--- config.mk ---
export PLATFORM = sky130hd
export DESIGN_NAME = dac_cmd_regs
export DESIGN_NICKNAME = d
export VERILOG_FILES = /design/src/rtl/dac_cmd_pkg.sv /design/src/rtl/dac_cmd_decode.sv /design/src/rtl/dac_chan_regs.sv /design/src/rtl/dac_calc_sched.sv /design/src/rtl/dac_cmd_regs.sv
export SDC_FILE = /design/constraint.sdc
export NUM_CORES = 1
export LEC_CHECK = 0
export ABC_AREA = 1
export BUFFER_PORTS_ARGS = -buffer_cell sky130_fd_sc_hd__clkbuf_2
export CELL_PAD_IN_SITES_DETAIL_PLACEMENT = 0
export CELL_PAD_IN_SITES_GLOBAL_PLACEMENT = 2
export CORE_AREA = 4 4 137 139
export DETAILED_ROUTE_END_ITERATION = 10
export DIE_AREA = 0 0 141 143
export HOLD_SLACK_MARGIN = 0.1
export PLACE_DENSITY_LB_ADDON = 0.15
export SYNTH_ARGS = -nofsm -noshare
export SYNTH_HDL_FRONTEND = slang
export SYNTH_HIERARCHICAL = 1
export SYNTH_SLANG_ARGS = --single-unit
--- constraint.sdc ---
create_clock -name clk -period 3.4 [get_ports clk]
set_input_delay 0.51 -clock clk [delete_from_list [all_inputs] [get_ports clk]]
set_output_delay 0.51 -clock clk [all_outputs]
set_load 0.005 [all_outputs]
--- src/rtl/dac_cmd_pkg.sv ---
// Package: command codes, K-source decode and shared widths for the DAC
// register bank. Assumes channel codes follow a fixed stride per register kind.
package dac_cmd_pkg;

    localparam int CMD_W  = 8;
    localparam int DATA_W = 16;
    localparam int KSRC_W = 3;

    localparam logic [CMD_W-1:0] CMD_LOAD = 8'h50;

    // Setpoint write code for channel ch
    function automatic logic [CMD_W-1:0] cmd_vset(input int ch);
        logic [CMD_W-1:0] r;
        r = 8'h40 + 8'(2 * ch);
        return r;
    endfunction

    // K register write code for channel ch
    function automatic logic [CMD_W-1:0] cmd_k(input int ch);
        logic [CMD_W-1:0] r;
        r = 8'h44 + 8'(2 * ch);
        return r;
    endfunction

    // Direct input register write code for channel ch
    function automatic logic [CMD_W-1:0] cmd_din(input int ch);
        logic [CMD_W-1:0] r;
        r = 8'h48 + 8'(4 * ch);
        return r;
    endfunction

    // True when the K-source code selects the user K register
    function automatic logic ksrc_uses_user(input logic [KSRC_W-1:0] s);
        return (s == 3'b010) || (s == 3'b101) || (s == 3'b110) || (s == 3'b111);
    endfunction

endpackage

--- src/rtl/dac_cmd_decode.sv ---
// Module: dac_cmd_decode
// Turns a valid command byte into one-hot write strobes per channel and a
// load strobe. Purely combinational. Assumes the codes from dac_cmd_pkg do
// not collide for the configured channel count.
module dac_cmd_decode
    import dac_cmd_pkg::*;
#(
    parameter int NCH = 2
) (
    input  logic              cmd_valid,
    input  logic [CMD_W-1:0]  cmd_byte,
    output logic [NCH-1:0]    wr_vset,
    output logic [NCH-1:0]    wr_k,
    output logic [NCH-1:0]    wr_din,
    output logic              wr_load
);

    // Per-channel strobes, one comparator set per channel
    for (genvar i = 0; i < NCH; i++) begin : g_ch
        assign wr_vset[i] = cmd_valid && (cmd_byte == cmd_vset(i));
        assign wr_k[i]    = cmd_valid && (cmd_byte == cmd_k(i));
        assign wr_din[i]  = cmd_valid && (cmd_byte == cmd_din(i));
    end

    // Shared load command strobe
    assign wr_load = cmd_valid && (cmd_byte == CMD_LOAD);

endmodule

--- src/rtl/dac_chan_regs.sv ---
// Module: dac_chan_regs
// Register set of one channel: setpoint, user K, DAC input and DAC output.
// A direct input write has priority over an engine result. An output
// transfer copies the input value held before this cycle's updates.
// The K register has no reset value by design.
module dac_chan_regs #(
    parameter int DW = 12
) (
    input  logic          clk,
    input  logic          rst_n,
    input  logic          wr_vset,
    input  logic          wr_k,
    input  logic          wr_din,
    input  logic [DW-1:0] wdata,
    input  logic          res_valid,
    input  logic [DW-1:0] res_data,
    input  logic          load_both,
    input  logic          xfer,
    output logic [DW-1:0] vset_q,
    output logic [DW-1:0] k_q,
    output logic [DW-1:0] din_q,
    output logic [DW-1:0] dout_q
);

    logic res_take;

    // An engine result is dropped when a direct write hits the same cycle
    assign res_take = res_valid && !wr_din;

    // Setpoint register, cleared on reset
    always_ff @(posedge clk) begin
        if (!rst_n)
            vset_q <= '0;
        else if (wr_vset)
            vset_q <= wdata;
    end

    // User K register, no defined reset value
    always_ff @(posedge clk) begin
        if (wr_k)
            k_q <= wdata;
    end

    // DAC input register: direct write first, then engine result
    always_ff @(posedge clk) begin
        if (!rst_n)
            din_q <= '0;
        else if (wr_din)
            din_q <= wdata;
        else if (res_take)
            din_q <= res_data;
    end

    // DAC output register: result in load-both mode, else load transfer
    always_ff @(posedge clk) begin
        if (!rst_n)
            dout_q <= '0;
        else if (res_take && load_both)
            dout_q <= res_data;
        else if (xfer)
            dout_q <= din_q;
    end

endmodule

--- src/rtl/dac_calc_sched.sv ---
// Module: dac_calc_sched
// Keeps one pending flag per channel and runs at most one engine request at
// a time. The lowest pending channel is started first. The request samples
// the setpoint at launch, so later writes to a waiting channel merge into
// one run with the latest value. A done pulse while idle is ignored.
module dac_calc_sched
    import dac_cmd_pkg::*;
#(
    parameter int NCH = 2,
    parameter int DW  = 12,
    localparam int CHW = (NCH > 1) ? $clog2(NCH) : 1
) (
    input  logic                  clk,
    input  logic                  rst_n,
    input  logic [NCH-1:0]        wr_vset,
    input  logic [NCH*DW-1:0]     vset_flat,
    input  logic [NCH*DW-1:0]     k_flat,
    input  logic [NCH*KSRC_W-1:0] ksrc_flat,
    input  logic                  calc_done,
    output logic                  calc_start,
    output logic [CHW-1:0]        calc_chan,
    output logic [DW-1:0]         calc_vset,
    output logic [DW-1:0]         calc_k,
    output logic                  calc_kuser,
    output logic [NCH-1:0]        res_valid
);

    logic [NCH-1:0] pend_q;
    logic           busy_q;
    logic [CHW-1:0] cur_q;
    logic           pick_vld;
    logic [CHW-1:0] pick_idx;
    logic [DW-1:0]  sel_vset;
    logic [DW-1:0]  sel_k;
    logic           sel_user;
    logic           launch;
    logic [NCH-1:0] launch_mask;

    // Pick the lowest pending channel and gather its operands
    always_comb begin
        pick_vld = 1'b0;
        pick_idx = '0;
        sel_vset = '0;
        sel_k    = '0;
        sel_user = 1'b0;
        for (int i = NCH - 1; i >= 0; i--) begin
            if (pend_q[i]) begin
                pick_vld = 1'b1;
                pick_idx = CHW'(i);
                sel_vset = vset_flat[i*DW +: DW];
                sel_user = ksrc_uses_user(ksrc_flat[i*KSRC_W +: KSRC_W]);
                sel_k    = sel_user ? k_flat[i*DW +: DW] : '0;
            end
        end
    end

    assign launch = pick_vld && !busy_q;

    // One-hot mask of the channel launched this cycle
    always_comb begin
        for (int i = 0; i < NCH; i++)
            launch_mask[i] = launch && (pick_idx == CHW'(i));
    end

    // Pending flags: set by setpoint writes, cleared on launch
    always_ff @(posedge clk) begin
        if (!rst_n)
            pend_q <= '0;
        else
            pend_q <= (pend_q & ~launch_mask) | wr_vset;
    end

    // Engine occupancy and owner channel
    always_ff @(posedge clk) begin
        if (!rst_n) begin
            busy_q <= 1'b0;
            cur_q  <= '0;
        end else if (launch) begin
            busy_q <= 1'b1;
            cur_q  <= pick_idx;
        end else if (calc_done) begin
            busy_q <= 1'b0;
        end
    end

    // Registered request towards the engine
    always_ff @(posedge clk) begin
        if (!rst_n) begin
            calc_start <= 1'b0;
            calc_chan  <= '0;
            calc_vset  <= '0;
            calc_k     <= '0;
            calc_kuser <= 1'b0;
        end else begin
            calc_start <= launch;
            if (launch) begin
                calc_chan  <= pick_idx;
                calc_vset  <= sel_vset;
                calc_k     <= sel_k;
                calc_kuser <= sel_user;
            end
        end
    end

    // Route the done pulse to the owning channel
    always_comb begin
        for (int i = 0; i < NCH; i++)
            res_valid[i] = calc_done && busy_q && (cur_q == CHW'(i));
    end

endmodule

--- src/rtl/dac_cmd_regs.sv ---
// Module: dac_cmd_regs (top)
// Command-decoded, double-buffered DAC register bank with an external
// calculation handshake. Assumes DW <= 16, since data comes from the low bits of
// the data word, and NCH <= 16, since load bits come from cmd_data[NCH-1:0].
module dac_cmd_regs
    import dac_cmd_pkg::*;
#(
    parameter int NCH = 2,
    parameter int DW  = 12,
    localparam int CHW = (NCH > 1) ? $clog2(NCH) : 1
) (
    input  logic                  clk,
    input  logic                  rst_n,
    input  logic                  cmd_valid,
    input  logic [CMD_W-1:0]      cmd_byte,
    input  logic [DATA_W-1:0]     cmd_data,
    input  logic [NCH-1:0]        cfg_load_both,
    input  logic [NCH*KSRC_W-1:0] cfg_ksrc,
    output logic                  calc_start,
    output logic [CHW-1:0]        calc_chan,
    output logic [DW-1:0]         calc_vset,
    output logic [DW-1:0]         calc_k,
    output logic                  calc_kuser,
    input  logic                  calc_done,
    input  logic [DW-1:0]         calc_result,
    output logic [NCH*DW-1:0]     dac_in,
    output logic [NCH*DW-1:0]     dac_out
);

    logic [NCH-1:0]    wr_vset;
    logic [NCH-1:0]    wr_k;
    logic [NCH-1:0]    wr_din;
    logic              wr_load;
    logic [NCH-1:0]    load_q;
    logic [NCH-1:0]    res_valid;
    logic [NCH*DW-1:0] vset_flat;
    logic [NCH*DW-1:0] k_flat;
    logic [DW-1:0]     wdata;
    logic              unused_hi;

    assign wdata     = cmd_data[DW-1:0];
    assign unused_hi = ^cmd_data[DATA_W-1:DW];

    dac_cmd_decode #(.NCH(NCH)) u_dec (
        .cmd_valid (cmd_valid),
        .cmd_byte  (cmd_byte),
        .wr_vset   (wr_vset),
        .wr_k      (wr_k),
        .wr_din    (wr_din),
        .wr_load   (wr_load)
    );

    // Load request bits: set by the load command, cleared one cycle later
    always_ff @(posedge clk) begin
        if (!rst_n)
            load_q <= '0;
        else
            load_q <= wr_load ? cmd_data[NCH-1:0] : '0;
    end

    for (genvar i = 0; i < NCH; i++) begin : g_chan
        dac_chan_regs #(.DW(DW)) u_regs (
            .clk       (clk),
            .rst_n     (rst_n),
            .wr_vset   (wr_vset[i]),
            .wr_k      (wr_k[i]),
            .wr_din    (wr_din[i]),
            .wdata     (wdata),
            .res_valid (res_valid[i]),
            .res_data  (calc_result),
            .load_both (cfg_load_both[i]),
            .xfer      (load_q[i]),
            .vset_q    (vset_flat[i*DW +: DW]),
            .k_q       (k_flat[i*DW +: DW]),
            .din_q     (dac_in[i*DW +: DW]),
            .dout_q    (dac_out[i*DW +: DW])
        );
    end

    dac_calc_sched #(.NCH(NCH), .DW(DW)) u_sched (
        .clk        (clk),
        .rst_n      (rst_n),
        .wr_vset    (wr_vset),
        .vset_flat  (vset_flat),
        .k_flat     (k_flat),
        .ksrc_flat  (cfg_ksrc),
        .calc_done  (calc_done),
        .calc_start (calc_start),
        .calc_chan  (calc_chan),
        .calc_vset  (calc_vset),
        .calc_k     (calc_k),
        .calc_kuser (calc_kuser),
        .res_valid  (res_valid)
    );

endmodule

### Yosys cells after proc, flatten, opt, wreduce, memory -nomap -nowiden

Cells that the tools add are included.

| operators by class | value |
|---|---|
| bitwise gates (word level) | 5 |
| muxes and demuxes | 21 |
| equal/unequal tests | 15 |
| reduce and logical (&&, ||, !) cells | 32 |

Operator list:

| cell | count |
|---|---|
| $mux W12 | 14 |
| $eq A8 B7 Y1 const B | 7 |
| $eq A3 B3 Y1 const B | 6 |
| $logic_and A1 B1 Y1 | 17 |
| $reduce_bool A2 Y1 | 5 |
| $mux W1 | 7 |
| $eq A3 B2 Y1 const B | 2 |
| $logic_or A1 B1 Y1 | 6 |
| $logic_not A1 Y1 | 3 |
| $and A2 B2 Y2 | 1 |
| $not A1 Y1 | 2 |
| $not A2 Y2 | 1 |
| $or A2 B2 Y2 | 1 |
| $reduce_and A2 Y1 | 1 |

| word-level totals | value |
|---|---|
| output and inout bits | 75 |
| logic and storage cells | 89 |
| register bits after elaboration | 128 |
| bits of input ports | 48 |

### Logic depth before layout (Yosys ltp)

Gate-level depths: netlist of run 1.

| logic depth | value |
|---|---|
| depth in word-level cells | 7 |
| mapped depth | 11 |
| gate-level depth less buffers | 10 |

### Cells and area by module

The synthesis of run 1 kept the hierarchy.

By module, submodules not included:

| module | area each (um^2) | instances | cells an instance | sequential area each (um^2) |
|---|---|---|---|---|
| dac_chan_regs | 2018.2 | 2 | 263 | 1081.0 |
| dac_calc_sched | 1458.9 | 1 | 204 | 600.6 |
| dac_cmd_decode | 166.4 | 1 | 35 | 0.0 |
| dac_cmd_regs | 58.8 | 1 | 7 | 40.0 |

### Worst setup path after synthesis of run 1

No wires, ideal clock.

| timing path | value |
|---|---|
| kind | input port to flip-flop |
| start | input port cmd_byte[1] |
| end | register g_chan[0].u_regs.k_q[0] (enable) |
| arrival time | 1.267 ns |
| setup time | 0.379 ns |
| path buffers | 0 |
| data required time | 3.021 ns |
| stages on the path | 3 |
| setup slack | 1.754 ns |
| path through | nor2_2 inv_2 nor3_2 |

| between the ends | value |
|---|---|
| cells in the longest elaborated chain, start to end | 2 |

Ends and longest elaborated chain:

| element | RTL line | text |
|---|---|---|
| start, declared | dac_cmd_regs.sv:15 | `input logic [CMD_W-1:0] cmd_byte,` |
| $eq A8 B7 Y1 | dac_cmd_decode.sv:21 | `assign wr_k[i] = cmd_valid && (cmd_byte == cmd_k(i));` |
| $logic_and A1 B1 Y1 | dac_cmd_decode.sv:21 |  |
| named net wr_k[0] | dac_cmd_regs.sv:31 | `logic [NCH-1:0] wr_k;` |
| end signal, assigned | dac_chan_regs.sv:41 | `k_q <= wdata;` |
| end, declared | dac_chan_regs.sv:20 | `output logic [DW-1:0] k_q,` |

The timed path passes the listed nets, and every way through them passes these cells.
A chain may end at the register's enable or synchronous reset.

### Worst setup path in the final report of run 1

| timing path | value |
|---|---|
| start | register u_sched.busy_q |
| end | register g_chan[0].u_regs.din_q[0] |

| between the ends | value |
|---|---|
| cells in the longest elaborated chain, start to end | 4 |

Ends and longest elaborated chain:

| element | RTL line | text |
|---|---|---|
| start, declared | dac_calc_sched.sv:29 | `logic busy_q;` |
| start signal, assigned | dac_calc_sched.sv:76 | `busy_q <= 1'b0;` |
| start signal, assigned | dac_calc_sched.sv:79 | `busy_q <= 1'b1;` |
| start signal, assigned | dac_calc_sched.sv:82 | `busy_q <= 1'b0;` |
| $logic_and A1 B1 Y1 (2 in a row) | dac_calc_sched.sv:108 | `res_valid[i] = calc_done && busy_q && (cur_q == CHW'(i));` |
| named net res_valid[0] | dac_cmd_regs.sv:35 | `logic [NCH-1:0] res_valid;` |
| $logic_and A1 B1 Y1 | dac_chan_regs.sv:28 | `assign res_take = res_valid && !wr_din;` |
| $reduce_bool A2 Y1 (no line) | n/a |  |
| end signal, assigned | dac_chan_regs.sv:49 | `din_q <= wdata;` |
| end signal, assigned | dac_chan_regs.sv:51 | `din_q <= res_data;` |
| end, declared | dac_chan_regs.sv:21 | `output logic [DW-1:0] din_q,` |

The timed path passes the listed nets, and every way through them passes these cells.

==> results.toml, run 1 <==
[clocking]
cts_buffer_depth = 2
clock_latency_ns = 0.42
cts_max_level = 4
postCtsSetupBuffers = 0
cts_made_buffers = 17
cts_root_buf = "clkbuf_16"
cts_tree = "done"
cts_resized = 0
clk_pin_slew_worst_paths_ns = 0.05
clkSinkCount = 128
hold_buffers = 0

[setup_path]
cp.required_ns = 3.76
worstSetupEndpointType = "register"
crit_type = "register to register"
critPathLaunchType = "register"
cp_data_arrival_time_ns = 2.18
cp_max_fo = 15
ff2ff_path_depth = 8

[floorplanning]
start_util_pct = 32.4
die_w_um = 141
io_pins = 123
dieArea_mm2 = 0.0202
die_h_um = 143
rows = 49
core-area_mm2 = 0.0177

[layout]
finalNetCount = 923
layout_common_cells = "207 x nand2_1, 118 x clkbuf_2, 104 x dfxtp_1"
layout.cells.most_common = "nand2_1"
drive_above_1_share_pct = 20.6
post-route-util_pct = 39.5
diodes = 0
syn2layout_area_growth_pct = 22.0

[logic_synthesis]
yosys_warnings = 6
netlist_area_mm2 = 0.00572
ys_seq_elements = 128
synth.avg_cell_area_um2 = 7.41
synth_cell_type_count = 24
synthCells = 772
syn-num-nets = 820
seq_area_frac_synth_pct = 49.0

[drt]
route.vias.total = 5294
ant_nets = 0
via_per_inst = 4.74
drtIter0Drc = 327
finalWirelength_mm = 17.4
wire_per_inst_um = 15.6
drc = 0
drtPass1Iterations = 5

[timing]
rsz0062_at_grt = "false"
finalCritPeriodShare_pct = 53.6
clock_skew_ns = 0.00670
hold_viol = 0
finalSetupViolations = 0
setup_tns_ns = 0
setup_slack_ns = 1.58
slew_violations = 0
max-slew-margin-rel_pct = 29.8
fmax_ghz = 0.548
tightest_slew_ns = 1.05
holdWs_ns = 0.401
period_needed_ns = 1.82

[place]
dp_slack_ns = 1.22
gp_congestion = 0.799
portBuffers = 118
dp_hpwl_mm = 12.0

[global_routing]
gr-total-overflow = 0
grt_start_max_net_pins = 55
grt_util_all_layers_pct = 17.3
antenna_found_initial = 0
grt_pass1_vias = 4831
grt_first_pass_wirelength_mm = 27.0

[job]
maxCapViolations = 0

[worst_hold_path]
hp-class = "primary input to register"
hold_path_depth = 1

[power]
ir_drop_v = 0.000335
leakage_nw = 3.27
powerDensity_mw_per_mm2 = 491

[outcome]
status = "finished, final reports clean"
## sequential cells by signal, indices dropped and copies added, names as in the netlist, 2 cells and up
name,flops
g_chan.u_regs/din_q,24
g_chan.u_regs/dout_q,24
g_chan.u_regs/k_q,24
g_chan.u_regs/vset_q,24
load_q,2
u_sched/calc_k,12
u_sched/calc_vset,12
u_sched/pend_q,2
## per-stage QoR
stage	std cells	total power, mW	area, µm²
after floorplan	772	1.63	5720
after global placement	1085	1.71	6410
after detailed placement	1085	1.71	6410
after CTS	1116	3.47	6980
after global routing	1116	3.55	6980
final	1116	3.42	6980
## critical path: stages, from the launching register on
cell     delay [ns]
dfxtp_1        0.35
nand2_1        0.14
nor2_1         0.06
buf_4          0.20
nor2_1         0.66
nand2_1        0.13
nand3_1        0.12
nand2_1        0.05
inv_1          0.06
## synth_stat cells (all sizes together)
library cell | number | area (µm²)
inv | 89 | 334
nand3 | 89 | 470
buf | 28 | 205
a22oi | 11 | 82.6
clkbuf | 16 | 60.1
nor2 | 99 | 418
nand2 | 209 | 790
nor3 | 2 | 20.0
clkinv | 1 | 3.75
dfxtp | 104 | 2080
edfxtp | 24 | 721
o21ai | 36 | 180
nand4 | 24 | 150
a21oi | 40 | 204
## final timing paths
path         slack [ns]                                from                                endpoint
min                0.40                        cmd_data[11]      g_chan[0].u_regs/k_q[11]$_DFFE_PP_
min reg2reg        0.48  u_sched/calc_vset[10]$_SDFFE_PN0P_      u_sched/calc_vset[10]$_SDFFE_PN0P_
max reg2reg        1.58         u_sched/busy_q$_SDFFE_PN0P_  g_chan[0].u_regs/din_q[0]$_SDFFE_PN0P_
max                1.58         u_sched/busy_q$_SDFFE_PN0P_  g_chan[0].u_regs/din_q[0]$_SDFFE_PN0P_
## routing by layer
metal	GRT usage (%)	up-vias	share of wire (%)
met1	24.4	2406	49
met3	3.95	24	5.9
met5	0	-	0
li1	-	2686	-
met4	7.04	0	1.8
met2	25.5	178	44
## cell families after synthesis
kind of cell    count (synthesis)  share of synthesized area (%)
flops                         128                           49.0
compound gates                 87                           8.16
simple gates                  423                           32.3
buf+inv                       134                           10.5
## cell type report
class / instances / area [µm²]
sequential: 128 / 2800
fill: 1867 / 10700
multi-input combinational: 510 / 2310
inverter: 90 / 338
clock buffer: 22 / 485
timing repair buffer: 128 / 666
tap: 229 / 287
clock inverter: 9 / 83.8
## power by group
part	total, mW	switching [mW]	internal (mW)
Combinational	0.124	0.0930	0.0313
Sequential	1.55	0.00190	1.55
Clock	1.75	0.671	1.08
(Power assumes the default switching activity.)
==> inputs of run 2 (changes only) <==
--- a/config.mk
+++ b/config.mk
@@ -9,9 +9,9 @@
 export BUFFER_PORTS_ARGS = -buffer_cell sky130_fd_sc_hd__clkbuf_2
 export CELL_PAD_IN_SITES_DETAIL_PLACEMENT = 0
 export CELL_PAD_IN_SITES_GLOBAL_PLACEMENT = 2
-export CORE_AREA = 4 4 137 139
+export CORE_AREA = 4 4 144 146
 export DETAILED_ROUTE_END_ITERATION = 10
-export DIE_AREA = 0 0 141 143
+export DIE_AREA = 0 0 148 150
 export HOLD_SLACK_MARGIN = 0.1
 export PLACE_DENSITY_LB_ADDON = 0.15
 export SYNTH_ARGS = -nofsm -noshare
==> constraint.sdc (replaced) <==
create_clock -name clk -period 1.7 [get_ports clk]
set_input_delay 0.255 -clock clk [delete_from_list [all_inputs] [get_ports clk]]
set_output_delay 0.255 -clock clk [all_outputs]
set_load 0.005 [all_outputs]
==> run 2 against run 1 <==
Compared with the run above:
- total power rose by 100%
- maximum frequency rose by 26%
- flip-flop and latch count did not move
- via count rose by 0.70%
- largest power group unchanged
- register-to-register slack got worse by 1.3 ns
- hold slack got worse by 0.23 ns
- critical path type unchanged
- final area rose by 3.5%
==> results.toml, run 2 (synthesized netlist as in run 1, its figures left out) <==
[layout]
fin_area_mm2 = 0.00722
drive_above_1_share_pct = 22.4
fillCellCount = 2118
post-route-util_pct = 37.2
instances_no_fill = 1171
syn2layout_area_growth_pct = 26.2
layout.cells.most_common = "nand2_1"
diodes = 0
layout_common_cells = "207 x nand2_1, 118 x clkbuf_2, 104 x dfxtp_1"
finalNetCount = 942

[setup_path]
cp-startpoint = "u_sched/busy_q$_SDFFE_PN0P_"
worstSetupEndpointType = "register"
critPathLaunchType = "register"
r2r_start = "u_sched/busy_q$_SDFFE_PN0P_"
crit_type = "register to register"
cp_max_fo = 24
cp_data_arrival_time_ns = 1.79
cp.required_ns = 2.04

[floorplanning]
rows = 51
die_h_um = 150
core-area_mm2 = 0.0194
die_w_um = 148
start_util_pct = 29.5
io_pins = 123
dieArea_mm2 = 0.0222

[place]
place_area_mm2 = 0.00662
portBuffers = 118
dp_cells = 1140
dp_hpwl_mm = 13.0
gp_congestion = 0.744

[clocking]
cts_buffer_depth = 2
cts_root_buf = "clkbuf_16"
cts_tree = "done"
clk_pin_slew_worst_paths_ns = 0.06
clock_latency_ns = 0.42
cts_made_buffers = 17
cts_max_level = 4
clkSinkCount = 128
postCtsSetupBuffers = 0

[power]
powerDensity_mw_per_mm2 = 965
power_frac_clock_pct = 51.7
seq_power_share_pct = 44.5
leakage_nw = 3.39
ir_drop_v = 0.000694
p_switching_mw = 1.54
switching_share_pct = 22.1
combPwrFrac_pct = 3.8
p_int_mw = 5.43

[timing]
period_needed_ns = 1.45
setup_tns_ns = 0
max-slew-margin-rel_pct = 66.7
finalCritPeriodShare_pct = 85.4
rsz0062_at_grt = "false"
hold_viol = 0
finalSetupViolations = 0
clock_skew_ns = 0.00750
fmax_ghz = 0.689
tightest_slew_ns = 0.499
slew_violations = 0
holdWs_ns = 0.174

[drt]
via_per_inst = 4.55
drc = 0
ant_nets = 0
route.vias.total = 5331
wire_per_inst_um = 15.2
drtIter0Drc = 371
drtPass1Iterations = 5
finalWirelength_mm = 17.8

[global_routing]
gr-total-overflow = 0
grt_first_pass_wirelength_mm = 27.8
grt_pass1_vias = 5040
antenna_found_initial = 0
grt_start_max_net_pins = 51
grt_util_all_layers_pct = 16.3

[worst_hold_path]
hp-start = "cmd_data[0]"
hp-class = "primary input to register"

[job]
maxCapViolations = 0

[outcome]
status = "finished, final reports clean"
[run 2: changes by cell type in the layout (fill, tap and decap cells not counted)]
cell        delta
nor2_2         +1
clkbuf_16      +1
clkinvlp_4     -2
inv_4          +1
clkbuf_1       +1
buf_12         +2
clkinv_2       -2
nor2_1         -2
nor2_4         +1
buf_4         +17
clkinv_4       +1
[run 2: worst paths after layout]
check / end / slack, ns / cells after the start
setup reg to reg: g_chan[0].u_regs/dout_q[3]$_SDFFE_PN0P_ / 0.25 / 7
setup / recovery: g_chan[0].u_regs/dout_q[3]$_SDFFE_PN0P_ / 0.25 / 7
hold reg to reg: u_sched/calc_vset[10]$_SDFFE_PN0P_ / 0.48 / 2
hold / removal: load_q[0]$_SDFF_PN0_ / 0.17 / 3
[run 2: area by class of cell]
type / count / area [µm²] / area share (%)
multi-input combinational: 510 / 2320 / 32.2
tap: 265 / 332 / 4.59
clock inverter: 7 / 73.8 / 1.02
clock buffer: 24 / 514 / 7.12
inverter: 90 / 338 / 4.68
timing repair buffer: 147 / 833 / 11.5
sequential: 128 / 2800 / 38.8
[run 2: critical path, stage by stage, from the launching register on]
cell and delay, ns:
dfxtp_1 0.33, nand2_1 0.12, nor2_1 0.18, buf_4 0.17
nand3_4 0.23, nand2_1 0.13, nand2_1 0.07, a21oi_1 0.13
[run 2: power by group through the flow]
stage / registers [mW] / logic (mW) / clock network, mW
2_1_floorplan: 3.16 / 0.0951 / 0
3_3_place_gp: 3.16 / 0.263 / 0
3_5_place_dp: 3.16 / 0.266 / 0
4_1_cts: 3.10 / 0.267 / 3.69
5_1_grt: 3.10 / 0.292 / 3.83
6_report: 3.10 / 0.264 / 3.60
[run 2: metrics by stage]
stage	power, mW	setup slack, ns
after floorplan	3.26	0.285
after global placement	3.43	-0.0845
after detailed placement	3.43	-0.124
after CTS	7.06	0.00235
after global routing	7.22	0.0629
final	6.96	0.249
[run 2: repair_timing]
action,4_1_cts,5_1_grt
endpoints found under the hold margin,0,0
endpoints found under the setup margin,0,16
resized for setup,0,3
hold buffers,0,0
[run 2: routing by layer]
layer	vias up	global-route usage (%)	part of all wire, %
li1	2724	-	-
met1	2421	22.9	48
met2	163	24.4	44
met3	23	3.66	5.9
met4	0	6.10	2.0
met5	-	0	0
==> inputs of run 3 (changes only) <==
--- a/config.mk
+++ b/config.mk
@@ -5,15 +5,15 @@
 export SDC_FILE = /design/constraint.sdc
 export NUM_CORES = 1
 export LEC_CHECK = 0
-export ABC_AREA = 1
+export ABC_AREA = 0
 export BUFFER_PORTS_ARGS = -buffer_cell sky130_fd_sc_hd__clkbuf_2
 export CELL_PAD_IN_SITES_DETAIL_PLACEMENT = 0
 export CELL_PAD_IN_SITES_GLOBAL_PLACEMENT = 2
-export CORE_AREA = 4 4 144 146
+export CORE_AREA = 4 4 133 135
 export DETAILED_ROUTE_END_ITERATION = 10
-export DIE_AREA = 0 0 148 150
+export DIE_AREA = 0 0 137 139
 export HOLD_SLACK_MARGIN = 0.1
-export PLACE_DENSITY_LB_ADDON = 0.15
+export PLACE_DENSITY = 0.89
 export SYNTH_ARGS = -nofsm -noshare
 export SYNTH_HDL_FRONTEND = slang
 export SYNTH_HIERARCHICAL = 1
==> run 3 against run 2 <==
Compared with the run above:
- setup slack lost 0.14 ns
- highest routed layer unchanged
- synthesized area down 3.8%
- critical path depth stayed put
- maximum frequency down 8.6%
- critical endpoint is now g_chan[1].u_regs/vset_q[4]$_SDFFE_PN0P_
- routed wire length is 9.9% lower
- hold slack worse by 0.012 ns
- final cell count fell by 27%
- global-route usage increased by 0.84 points
- non-clock buffer count up 6
- synthesized cell count shrank 37%
==> results.toml, run 3 <==
[layout]
post-route-util_pct = 43.2
drive_above_1_share_pct = 36.8
fillCellCount = 1564
fin_area_mm2 = 0.00711
finalNetCount = 669
layout.cells.most_common = "clkbuf_2"
instances_no_fill = 854
multi_input_comb_area_mm2 = 0.00249
diodes = 0
syn2layout_area_growth_pct = 29.2
layout_common_cells = "118 x clkbuf_2, 104 x dfxtp_1, 72 x mux2i_1"
regArea_mm2 = 0.00280

[clocking]
cts_resized = 0
postCtsSetupBuffers = 0
cts_buffer_depth = 2
clkSinkCount = 128
clock_latency_ns = 0.42
clk_pin_slew_worst_paths_ns = 0.06
cts_max_level = 4
cts_root_buf = "clkbuf_16"
cts_tree = "done"
hold_buffers = 0
cts_made_buffers = 17

[setup_path]
cp_data_arrival_time_ns = 1.89
ff2ff_path_depth = 4
crit_type = "primary input to register"
worstSetupEndpointType = "register"
cp_slowest_cell = "or4b_4"
cp_max_fo = 13
critPathMostFrequentCell = "buf_12"
critPathLaunchType = "primary input"
cp.required_ns = 2.01
crit_chain = "clkbuf_2 > or4b_4 > buf_12 > nor4b_4 > buf_12 > mux2i_1 > nor2_1"
slowest_delay_ns = 0.59

[place]
portBuffers = 118
dp_slack_ns = -0.319
gp_congestion = 0.791
dp_hpwl_mm = 11.4
place_area_mm2 = 0.00653
dp_cells = 822

[global_routing]
grt_first_pass_wirelength_mm = 25.1
grt_pass1_vias = 4451
gr-total-overflow = 0
grt_util_all_layers_pct = 17.1
antenna_found_initial = 0
grt_start_max_net_pins = 40

[floorplanning]
start_util_pct = 33.4
dieArea_mm2 = 0.0190
die_h_um = 139
die_w_um = 137
rows = 47
io_pins = 123
core-area_mm2 = 0.0165

[logic_synthesis]
synthTopCellsByCount = "104 x dfxtp_1, 72 x mux2i_1, 46 x nor2_1"
synth-compound-area-share_pct = 17.1
synthXorXnorAreaFrac_pct = 0
synth_edf_count = 24
netlist_area_mm2 = 0.00550
yosys.area.top_type_share_pct = 37.8
yosys_warnings = 6
seq_area_frac_synth_pct = 50.9
synthCells = 489
synth.avg_cell_area_um2 = 11.3
syn-num-nets = 537
yosys.area_share.adder_pct = 0
async_flop_share_pct = 0
synth_top_family_by_area = "compound AO/OA/AOI/OAI gates"
synth_ff_type = "dfxtp_1"
synth_cell_type_count = 41
synth.most_common_cell = "dfxtp_1"
synth_top_area_cell = "dfxtp_1"
synth-simple-area-share_pct = 13.1
ys_seq_elements = 128
synthMuxAreaShare_pct = 13.5
synthTopCellsByArea = "dfxtp_1 38%, mux2i_1 13%, edfxtp_1 13%, a221oi_2 4.4%, a211oi_1 3.8%"

[timing]
fmax_ghz = 0.630
max-slew-margin-rel_pct = 64.3
finalCritPeriodShare_pct = 93.4
setup_slack_ns = 0.113
setup_tns_ns = 0
slew_violations = 0
rsz0062_at_grt = "false"
holdWs_ns = 0.162
tightest_slew_ns = 0.535
period_needed_ns = 1.59
finalSetupViolations = 0
hold_viol = 0
clock_skew_ns = 0.00628

[drt]
finalWirelength_mm = 16.1
drtIter0Drc = 270
wire_per_inst_um = 18.8
ant_nets = 0
drc = 0
via_per_inst = 5.19
drtPass1Iterations = 5
route.vias.total = 4433

[power]
powerDensity_mw_per_mm2 = 970
ir_drop_v = 0.000651
p_total_mw = 6.89
leakage_nw = 2.57

[worst_hold_path]
hp-class = "primary input to register"
hold_path_depth = 3

[job]
maxCapViolations = 0

[outcome]
status = "finished, final reports clean"
## run 3: changes by cell type after synthesis, sizes merged, moves of 20 or more
cell and change:
nand2 -208, inv -85, mux2i +72, nand3 -64, nor2 -53, a211oi +28, a21oi -25, nor2b +25
nand4 -24, a221oi +20
## run 3: cell families (layout without fill, tap and decap cells)
| group | Yosys count | count (layout) |
|---|---|---|
| flip-flops | 128 | 128 |
| AND/OR/NAND/NOR | 123 | 123 |
| AO/OA/AOI/OAI | 118 | 118 |
| multiplexers | 74 | 74 |
| buffers and inverters | 46 | 191 |
## run 3: layer usage
metal | vias up | share of wire [%] | global-route usage (%)
li1 | 2104 | - | -
met4 | 0 | 2.0 | 5.15
met1 | 2183 | 43 | 22.2
met3 | 20 | 5.8 | 4.39
met5 | - | 0 | 0
met2 | 126 | 50 | 28.0
## run 3: path summary, 6_finish.rpt
path	from	to	slack (ns)
setup / recovery	cmd_byte[5]	g_chan[1].u_regs/vset_q[4]$_SDFFE_PN0P_	0.11
hold / removal	calc_done	u_sched/busy_q$_SDFFE_PN0P_	0.16
setup reg to reg	u_sched/calc_chan$_SDFFE_PN0P_	g_chan[1].u_regs/dout_q[1]$_SDFFE_PN0P_	0.15
hold reg to reg	g_chan[0].u_regs/vset_q[3]$_SDFFE_PN0P_	g_chan[0].u_regs/vset_q[3]$_SDFFE_PN0P_	0.50
## run 3: cell type report
type / instances / area share, %
clock inverter: 13 / 1.60
inverter: 6 / 0.317
sequential: 128 / 39.4
tap: 220 / 3.87
multi-input combinational: 315 / 35.0
timing repair buffer: 153 / 13.2
clock buffer: 19 / 6.53
## run 3: worst max-delay path, delay by kind of cell
kind                   cells  cell delay [ns]
muxes                      1             0.22
and+or+nand+nor            3             0.95
buffers and inverters      3             0.46
## run 3: power breakdown
| group | switching, mW | internal, mW |
|---|---|---|
| Sequential | 0.00330 | 3.09 |
| Combinational | 0.192 | 0.0852 |
| Clock | 1.48 | 2.04 |
| Total | 1.67 | 5.22 |
